### src/rtl/tmr_cc_channel.sv
module tmr_cc_channel #(
  parameter int W = 16
) (
  input  logic         clk,
  input  logic         rst_n,
  input  logic [W-1:0] count_i,
  input  logic         tick_i,
  input  logic         pin_i,
  input  logic         radio_evt_i,
  input  logic         cmp_mode_i,
  input  logic [1:0]   edge_sel_i,
  input  logic         src_radio_i,
  input  logic [1:0]   cmp_act_i,
  input  logic         irq_en_i,
  input  logic         wr_i,
  input  logic [W-1:0] wdata_i,
  input  logic         flag_clr_i,
  output logic [W-1:0] val_o,
  output logic         pin_o,
  output logic         flag_o,
  output logic         irq_o,
  output logic         dma_o
);
  logic s1, s2, s3;
  logic rise, fall, pin_hit, cap_hit, cmp_hit, ev;

  always_ff @(posedge clk or negedge rst_n)
    if (!rst_n) {s1, s2, s3} <= '0;
    else        {s1, s2, s3} <= {pin_i, s1, s2};

  assign rise    = s2 & ~s3;
  assign fall    = ~s2 & s3;
  assign pin_hit = (edge_sel_i[0] & rise) | (edge_sel_i[1] & fall);
  assign cap_hit = ~cmp_mode_i & (src_radio_i ? radio_evt_i : pin_hit);
  assign cmp_hit = cmp_mode_i & tick_i & (count_i == val_o);
  assign ev      = cap_hit | cmp_hit;

  always_ff @(posedge clk or negedge rst_n)
    if (!rst_n)       val_o <= '0;
    else if (wr_i)    val_o <= wdata_i;
    else if (cap_hit) val_o <= count_i;

  always_ff @(posedge clk or negedge rst_n)
    if (!rst_n) pin_o <= 1'b0;
    else if (cmp_hit)
      case (cmp_act_i)
        2'b00:   pin_o <= 1'b1;
        2'b01:   pin_o <= 1'b0;
        2'b10:   pin_o <= ~pin_o;
        default: pin_o <= pin_o;
      endcase

  always_ff @(posedge clk or negedge rst_n)
    if (!rst_n) begin
      flag_o <= 1'b0;
      dma_o  <= 1'b0;
    end else begin
      dma_o <= ev;
      if (ev)              flag_o <= 1'b1;
      else if (flag_clr_i) flag_o <= 1'b0;
    end

  assign irq_o = flag_o & irq_en_i;
endmodule

### config.mk
export PLATFORM = sky130hd
export DESIGN_NAME = tmr_cc_channel
export DESIGN_NICKNAME = d
export VERILOG_FILES = /design/src/rtl/tmr_cc_channel.sv
export SDC_FILE = /design/constraint.sdc
export NUM_CORES = 1
export LEC_CHECK = 0
export BUFFER_PORTS_ARGS = -buffer_cell sky130_fd_sc_hd__buf_4
export CAP_MARGIN = 20
export CORE_ASPECT_RATIO = 0.9
export CORE_MARGIN = 2
export CORE_UTILIZATION = 34
export CTS_CLUSTER_DIAMETER = 80
export DETAILED_ROUTE_END_ITERATION = 8
export GPL_TIMING_DRIVEN = 0
export SYNTH_ARGS = -nofsm -noshare
export SYNTH_HDL_FRONTEND = slang
export SYNTH_SLANG_ARGS = --single-unit
### constraint.sdc
create_clock -name clk -period 4 [get_ports clk]
set_clock_uncertainty 0.05 [all_clocks]
set_input_delay 0.6 -clock clk [delete_from_list [all_inputs] [get_ports clk]]
set_output_delay 0.6 -clock clk [all_outputs]
set_load 0.01 [all_outputs]
Word level (Yosys, flattened, before mapping) --
Index checks and enable logic that the tools add are counted.
Word-level totals: register bits 22, bits of input ports 46, output and inout port bits 20, word-level logic and storage cells 35
Cells by class: equality and inequality tests 3, multiplexer cells 6, bitwise logic cells 14, reduce and logical (&&, ||, !) cells 5
Operators with widths (number):
- $mux W16 | 2
- $eq A16 B16 Y1 | 1
- $and A1 B1 Y1 | 8
- $not A1 Y1 | 4
- $reduce_bool A2 Y1 | 2
- $mux W1 | 3
- $pmux W1 S3 | 1
- $reduce_bool A3 Y1 | 1
- $eq A2 B1 Y1 const B | 1
- $eq A2 B2 Y1 const B | 1
- $logic_not A2 Y1 | 1
- $or A1 B1 Y1 | 2
- $reduce_and A2 Y1 | 1

Logic depth before layout (Yosys ltp) --
Gate-level depths: netlist of the first run.
depth in word-level cells 8, gate-level depth with buffers 7, gate-level depth less buffers 5

Worst setup path after synthesis of the first run --
No wires, ideal clock.
path type input to register, start input port edge_sel_i[1], end register val_o[15], library setup time 0.132 ns, arrival 1.374 ns, required time 3.818 ns, path slack 2.444 ns, cell stages on the path 7, path buffers 2, path through nand2_1 o21ai_1 o21a_1 buf_6 buf_12 mux2i_1 o21ai_1
Between the ends: cells in the longest elaborated chain, start to end 5
RTL lines:
- start: declaration | line 11 | input logic [1:0] edge_sel_i,
- $and A1 B1 Y1 | line 33 | assign pin_hit = (edge_sel_i[0] & rise) | (edge_sel_i[1] & fall);
- $or A1 B1 Y1 | line 33
- $mux W1 | line 34 | assign cap_hit = ~cmp_mode_i & (src_radio_i ? radio_evt_i : pin_hit);
- $and A1 B1 Y1 | line 34
- $reduce_bool A2 Y1 (no source line)
- end signal: assignment | line 40 | else if (wr_i) val_o <= wdata_i;
- end signal: assignment | line 41 | else if (cap_hit) val_o <= count_i;
- end: declaration | line 18 | output logic [W-1:0] val_o,
Every way passes these cells. A chain may end at the register's enable or synchronous reset.

Final worst setup path of the first run --
start input port irq_en_i, end output port irq_o
Between the ends: cells in the longest elaborated chain, start to end 1
RTL lines:
- start: declaration | line 14 | input logic irq_en_i,
- $and A1 B1 Y1 | line 63 | assign irq_o = flag_o & irq_en_i;
- end: declaration | line 21 | output logic irq_o,
Every way passes these cells.

==> impl_metrics.json, run 1 <==
{
  "outcome": "finished clean",
  "synth_nets": 160,
  "worst_skew_pair.late_latency_ns": 0.26,
  "cp-end-kind": "output port",
  "beginning_of_the_worst_register_to_register_path": "val_o[13]",
  "post-cts-setup-buffers": 0,
  "list_of_cells_traversed_by_the_critical_path": "buf_4 > and2_1 > buf_4",
  "crit_path_required_time_ns": 3.35,
  "powerDensity_mw_per_mm2": 349,
  "globalRouteOverflowTotal": 0,
  "setup_tns_ns": 0,
  "number_of_global_route_vias_before_repair": 1069,
  "r2r_end": "pin_o",
  "wl_per_cell_um": 13.1,
  "fp.dieArea_mm2": 0.00392,
  "critical_path_peak_fanout": 1,
  "detail_route.vias_per_cell": 4.70,
  "number_of_buffers_on_the_longest_clock_path": 2,
  "clock_tree_from_tritoncts": "yes",
  "global_route_wire_length_before_repair_um": 4700,
  "worst-setup-path-type": "input port to output port",
  "dp.final_hpwl_um": 2360,
  "max_cap_violation_count": 0,
  "critical_path_arrival_ns": 0.96,
  "yosys_warnings": 0,
  "holdCritPathClass": "input port to asynchronous set/reset pin",
  "setup_viol": 0,
  "post-route-drc-count": 0,
  "floorplan.initialDensity_pct": 35.1,
  "final_hold_viol_count": 0,
  "final_layout_size_suffix_gt1_share_pct": 39.3,
  "drt-pass1-iter-count": 4,
  "area_of_the_core_mm2": 0.00333,
  "placementRows": 20,
  "complex_gate_fraction_of_the_synthesized_area_pct": 10.5,
  "yosysSeqAreaShare_pct": 47.1,
  "power_mw": 0.623,
  "postRouteAntennaNets": 0,
  "synth-adder-area-share_pct": 0,
  "fillCellCount": 325,
  "routed_wirelength_um": 2970,
  "largest_family_of_logic_cells_by_synthesized_area": "multiplexers",
  "place_worst_setup_slack_ns": 2.15,
  "vias": 1068,
  "fmax_mhz": 621,
  "max-vdd-ir-drop_uv": 206,
  "cts-htree-levels": 1,
  "syn2layout_area_growth_pct": 52.6,
  "gp_congestion": 0.680,
  "critical_path.max_stage_delay_ns": 0.13,
  "critical_path.n_buffers_inverters": 2,
  "worst_path_most_repeated_cell": "sky130_fd_sc_hd__buf_4",
  "cpMaxStageDelayCell": "sky130_fd_sc_hd__buf_4",
  "critPathTopFamily": "buffers and inverters",
  "grt_antenna_before_repair": 0,
  "layout_min_cycle_time_ns": 1.61,
  "syn-mean-instance-area_um2": 10.3,
  "max_slew_margin_pct": 67.2,
  "combined_area_of_all_synthesized_cells_mm2": 0.00117,
  "number_of_input_and_output_port_buffers_inserted": 65,
  "worst_slew_pin_slew_ns": 0.493,
  "synthXorXnorAreaFrac_pct": 12.0,
  "grt_max_degree": 23,
  "timing.final.ws_setup_ns": 2.39,
  "cts_made_buffers": 3,
  "period_share_pct": 40.2,
  "die_width_um": 65.8,
  "slew_viol_final": 0,
  "finish.net_count": 230,
  "post_synth_num_cell_types": 22,
  "detailedRoute.firstIterationViolations": 22,
  "worst_setup_hold_path_clk_slew_ns": 0.08,
  "io_pins": 66,
  "static-leakage-power_nw": 0.827,
  "unrepaired_setup_endpoints_after_global_routing": "false",
  "post_synthesis_mux_area_share_pct": 14.6,
  "cts_hold_buf": 0,
  "insertedDiodeCount": 0,
  "synth_simple_gate_area_share_pct": 11.6,
  "crit_start_category": "input port",
  "clock_sinks": 22,
  "r2r.worst_path.cells": 5,
  "postSynthRegisterBits": 22,
  "cts_resized": 0,
  "die_height_um": 59.6,
  "clock-root-buffer": "sky130_fd_sc_hd__clkbuf_8",
  "rrSetupSlack_ns": 2.44,
  "synth_cells": 114,
  "globalRouteTotalUtil_pct": 16.0
}
flip-flops by register name, indices dropped and copies added (netlist names):
signal  count
pin_o       1
flag_o      1
s3          1
dma_o       1
s1          1
val_o      16
s2          1
how the worst max path moves through the flow:
| stage | startpoint | end | slack, ns | cells past startpoint |
|---|---|---|---|---|
| finish | irq_en_i | irq_o | 2.39 | 3 |
| global route | s3 | val_o[15] | 2.31 | 7 |
| CTS | flag_o | irq_o | 2.38 | 2 |
| detailed placement | count_i[2] | pin_o | 2.15 | 6 |
| global placement | count_i[6] | pin_o | 2.15 | 6 |
| floorplan | edge_sel_i[1] | val_o[15] | 2.44 | 7 |
cell type report:
| cell class | instances | area [µm²] | share of cell area, % |
|---|---|---|---|
| Multi-Input combinational cell | 85 | 568 | 31.9 |
| Inverter | 2 | 7.51 | 0.421 |
| Timing Repair Buffer | 65 | 488 | 27.4 |
| Tap cell | 44 | 55.1 | 3.09 |
| Clock buffer | 3 | 41.3 | 2.32 |
| Clock inverter | 1 | 30.0 | 1.68 |
| Buffer | 5 | 42.5 | 2.39 |
| Sequential cell | 22 | 551 | 30.9 |
cell families after synthesis:
| kind of cell | Yosys count |
|---|---|
| DFF | 22 |
| xor gates and xnor gates | 16 |
| AOI/OAI and AO/OA | 22 |
| and+or+nand+nor | 30 |
| buffers and inverters | 7 |
| muxes | 17 |
report_power, final:
part,total (mW),internal (mW),switching (mW)
logic,0.155,0.0913,0.0640
registers,0.260,0.242,0.0178
clock network,0.208,0.134,0.0741
total,0.623,0.467,0.156
through the flow:
| stage | hold slack [ns] | cells | instance area (µm²) | utilization [%] |
|---|---|---|---|---|
| final | 0.160 | 227 | 1780 | 53.6 |
| after global routing | 0.180 | 227 | 1780 | 53.6 |
| after CTS | 0.168 | 227 | 1780 | 53.6 |
| after detailed placement | 0.287 | 223 | 1710 | 51.4 |
| after global placement | 0.283 | 223 | 1710 | 51.4 |
| after floorplan | 0.254 | 114 | 1170 | - |
cell usage after synthesis:
master | count | area, µm²
sky130_fd_sc_hd__a21o_1 | 1 | 7.51
sky130_fd_sc_hd__a21o_2 | 1 | 8.76
sky130_fd_sc_hd__a21oi_1 | 1 | 5.00
sky130_fd_sc_hd__and2_1 | 2 | 12.5
sky130_fd_sc_hd__buf_12 | 1 | 20.0
sky130_fd_sc_hd__buf_6 | 1 | 11.3
sky130_fd_sc_hd__clkbuf_1 | 3 | 11.3
sky130_fd_sc_hd__dfrtp_1 | 22 | 551
sky130_fd_sc_hd__inv_1 | 2 | 7.51
sky130_fd_sc_hd__mux2i_1 | 17 | 170
sky130_fd_sc_hd__nand2_1 | 18 | 67.6
sky130_fd_sc_hd__nand3_1 | 2 | 10.0
sky130_fd_sc_hd__nand3b_1 | 1 | 7.51
sky130_fd_sc_hd__nand4_1 | 3 | 18.8
sky130_fd_sc_hd__nor2_1 | 2 | 7.51
sky130_fd_sc_hd__nor3_1 | 1 | 5.00
sky130_fd_sc_hd__nor4_1 | 1 | 6.26
sky130_fd_sc_hd__o21a_1 | 1 | 7.51
sky130_fd_sc_hd__o21ai_0 | 6 | 30.0
sky130_fd_sc_hd__o21ai_1 | 11 | 55.1
sky130_fd_sc_hd__o41ai_1 | 1 | 8.76
sky130_fd_sc_hd__xnor2_1 | 16 | 140
layer usage:
layer  vias to the layer above  part of all wire, %  GRT usage (%)
li1                        534                    -              -
met1                       492                   43           19.2
met2                        39                   48           28.9
met3                         3                  7.9           3.61
met4                         0                 0.77           4.46
met5                         -                    0              0
worst reg2reg max path: cells and delay by family, from the launching register on:
family,cells,cell delay [ns]
AND/OR/NAND/NOR,3,0.56
flip-flops,1,0.41
multiplexers,1,0.24
XOR/XNOR,1,0.18
placed cells by master, fill, tap and decap left out, types with 3 or more instances in the layout:
cell	n
sky130_fd_sc_hd__clkbuf_1	3
sky130_fd_sc_hd__buf_4	65
sky130_fd_sc_hd__o21ai_0	6
sky130_fd_sc_hd__nand2_1	18
sky130_fd_sc_hd__xnor2_1	16
sky130_fd_sc_hd__dfrtp_1	22
sky130_fd_sc_hd__o21ai_1	11
sky130_fd_sc_hd__clkbuf_8	3
sky130_fd_sc_hd__mux2i_1	17
sky130_fd_sc_hd__nand4_1	3
(Power assumes the default switching activity.)
==> inputs of run 2 (changes only) <==
==> constraint.sdc (replaced) <==
create_clock -name clk -period 1.62 [get_ports clk]
set_clock_uncertainty 0.05 [all_clocks]
set_input_delay 0.243 -clock clk [delete_from_list [all_inputs] [get_ports clk]]
set_output_delay 0.243 -clock clk [all_outputs]
set_load 0.01 [all_outputs]
==> run 2 against run 1 <==
  * Critical path depth increased by 4
  * Largest power group unchanged
  * Routed wire length increased by 1.4%
  * Global-route usage about the same
  * Combinational power increased to 2.6 times the previous value
  * Critical endpoint is now val_o[15]
  * Sequential power increased by 150%
==> impl_metrics.json, run 2 (synthesis results as in run 1) <==
{
  "setup_viol": 0,
  "critical_path_arrival_ns": 1.56,
  "die_width_um": 65.8,
  "footprint_of_the_flip_flops_and_latches_um2": 551,
  "finish.net_count": 235,
  "finish.utilization_pct": 54.9,
  "period_share_pct": 91.0,
  "worst_setup_hold_path_clk_slew_ns": 0.08,
  "cp-end-kind": "flip-flop",
  "powerDensity_mw_per_mm2": 850,
  "clock-root-buffer": "sky130_fd_sc_hd__clkbuf_8",
  "io_pins": 66,
  "final_layout_size_suffix_gt1_share_pct": 41.0,
  "fmax_mhz": 678,
  "placementRows": 20,
  "area_of_the_core_mm2": 0.00333,
  "final_design_area_no_fill_mm2": 0.00183,
  "detailedRoute.firstIterationViolations": 19,
  "cts_made_buffers": 3,
  "number_of_buffers_on_the_longest_clock_path": 2,
  "holdCritPathClass": "input port to flip-flop",
  "post-route-drc-count": 0,
  "largest_reg_flops": 16,
  "routed_wirelength_um": 3010,
  "crit_path_required_time_ns": 1.70,
  "max-vdd-ir-drop_uv": 512,
  "number_of_input_and_output_port_buffers_inserted": 65,
  "postRouteAntennaNets": 0,
  "layout_common_cells": "69 x sky130_fd_sc_hd__buf_4, 22 x sky130_fd_sc_hd__dfrtp_1, 18 x sky130_fd_sc_hd__nand2_1",
  "dp.final_hpwl_um": 2360,
  "grt_antenna_before_repair": 0,
  "clock_sinks": 22,
  "detail_route.vias_per_cell": 4.66,
  "max_cap_violation_count": 0,
  "syn2layout_area_growth_pct": 56.4,
  "multi_input_comb_area_um2": 573,
  "outcome": "finished clean",
  "largest-register": "val_o",
  "gp_congestion": 0.680,
  "fp.dieArea_mm2": 0.00392,
  "clock_tree_from_tritoncts": "yes",
  "die_height_um": 59.6,
  "vias": 1081,
  "floorplan.initialDensity_pct": 35.1,
  "layout_min_cycle_time_ns": 1.47,
  "unrepaired_setup_endpoints_after_global_routing": "true",
  "slew_viol_final": 0,
  "grt_max_degree": 23,
  "most_common_cell_after_layout_fill_and_taps_aside": "sky130_fd_sc_hd__buf_4",
  "insertedDiodeCount": 0,
  "static-leakage-power_nw": 0.852,
  "globalRouteTotalUtil_pct": 16.1,
  "globalRouteOverflowTotal": 0,
  "worst_skew_pair.late_latency_ns": 0.27,
  "fillCellCount": 319,
  "drt-pass1-iter-count": 4,
  "placed_cell_area_mm2": 0.00171,
  "crit_start_category": "flip-flop",
  "number_of_global_route_vias_before_repair": 1072,
  "worst_slew_pin_slew_ns": 0.503,
  "cts-htree-levels": 1,
  "global_route_wire_length_before_repair_um": 4710,
  "worst-setup-path-type": "flip-flop to flip-flop",
  "critical_path_peak_fanout": 10,
  "max_slew_margin_pct": 66.5,
  "wl_per_cell_um": 13.0,
  "final_hold_viol_count": 0
}
## run 2: changes by cell type in the layout (fill, tap and decap cells not counted), sizes merged
cell / before / now
dlygate4sd3: 0 / 1
buf: 67 / 71
## run 2: final cells by class
| class | count | share of cell area, % |
|---|---|---|
| multi-input cells | 85 | 31.3 |
| flip-flops and latches | 22 | 30.1 |
| repair buffers | 70 | 28.9 |
| well taps | 44 | 3.01 |
| plain buffers | 5 | 2.33 |
| clock buffers | 3 | 2.26 |
| clock inverters | 1 | 1.64 |
| inverters | 2 | 0.411 |
## run 2: repair_timing
action                                  4_1_cts  5_1_grt
hold endpoints to repair                     22        0
hold buffers                                  1        0
resized for setup                             0        1
buffers inserted                              0        4
endpoints found under the setup margin        0       10
## run 2: where the power goes
group	internal, mW	switching [mW]	total, mW
registers	0.598	0.0437	0.642
logic	0.235	0.161	0.396
clock network	0.330	0.185	0.515
## run 2: per-stage QoR
step | power (mW) | std cells | hold WS (ns) | setup TNS (ns) | setup slack, ns
finish | 1.55 | 232 | 0.0270 | 0 | 0.145
CTS | 1.56 | 228 | 0.0231 | 0 | 0.0601
floorplan | 0.829 | 114 | -0.103 | 0 | 0.247
global route | 1.63 | 232 | 0.0179 | -0.0227 | -0.0191
detailed placement | 1.04 | 223 | 0.105 | 0 | 0.0756
global placement | 1.04 | 223 | 0.103 | 0 | 0.104
## run 2: worst paths after layout
kind                       startpoint        end  slack (ns)  cells past startpoint
max                                s3  val_o[15]        0.15                      7
min                             pin_i         s1        0.03                      1
max reg2reg                        s3  val_o[15]        0.15                      7
min reg2reg                        s1         s2        0.30                      0
max in group asynchronous       rst_n  val_o[15]        0.94                      2
min in group asynchronous       rst_n   val_o[9]        0.35                      2
## run 2: metal layers
| metal | GRT usage [%] | vias to the layer above | part of all wire, % | wire [µm] |
|---|---|---|---|---|
| li1 | - | 540 | - | - |
| met1 | 19.3 | 499 | 42 | 1270 |
| met2 | 28.9 | 39 | 49 | 1490 |
| met3 | 3.61 | 3 | 7.6 | 229 |
| met4 | 4.46 | 0 | 0.76 | 23 |
| met5 | 0 | - | 0 | 0 |
## run 2: worst max-delay path, stage by stage (launching register included)
cell and delay (ns):
sky130_fd_sc_hd__dfrtp_1 0.38, sky130_fd_sc_hd__nand3b_1 0.15, sky130_fd_sc_hd__o21ai_1 0.08, sky130_fd_sc_hd__o21a_1 0.13, sky130_fd_sc_hd__buf_6 0.13, sky130_fd_sc_hd__buf_12 0.14, sky130_fd_sc_hd__mux2i_1 0.20, sky130_fd_sc_hd__o21ai_1 0.08
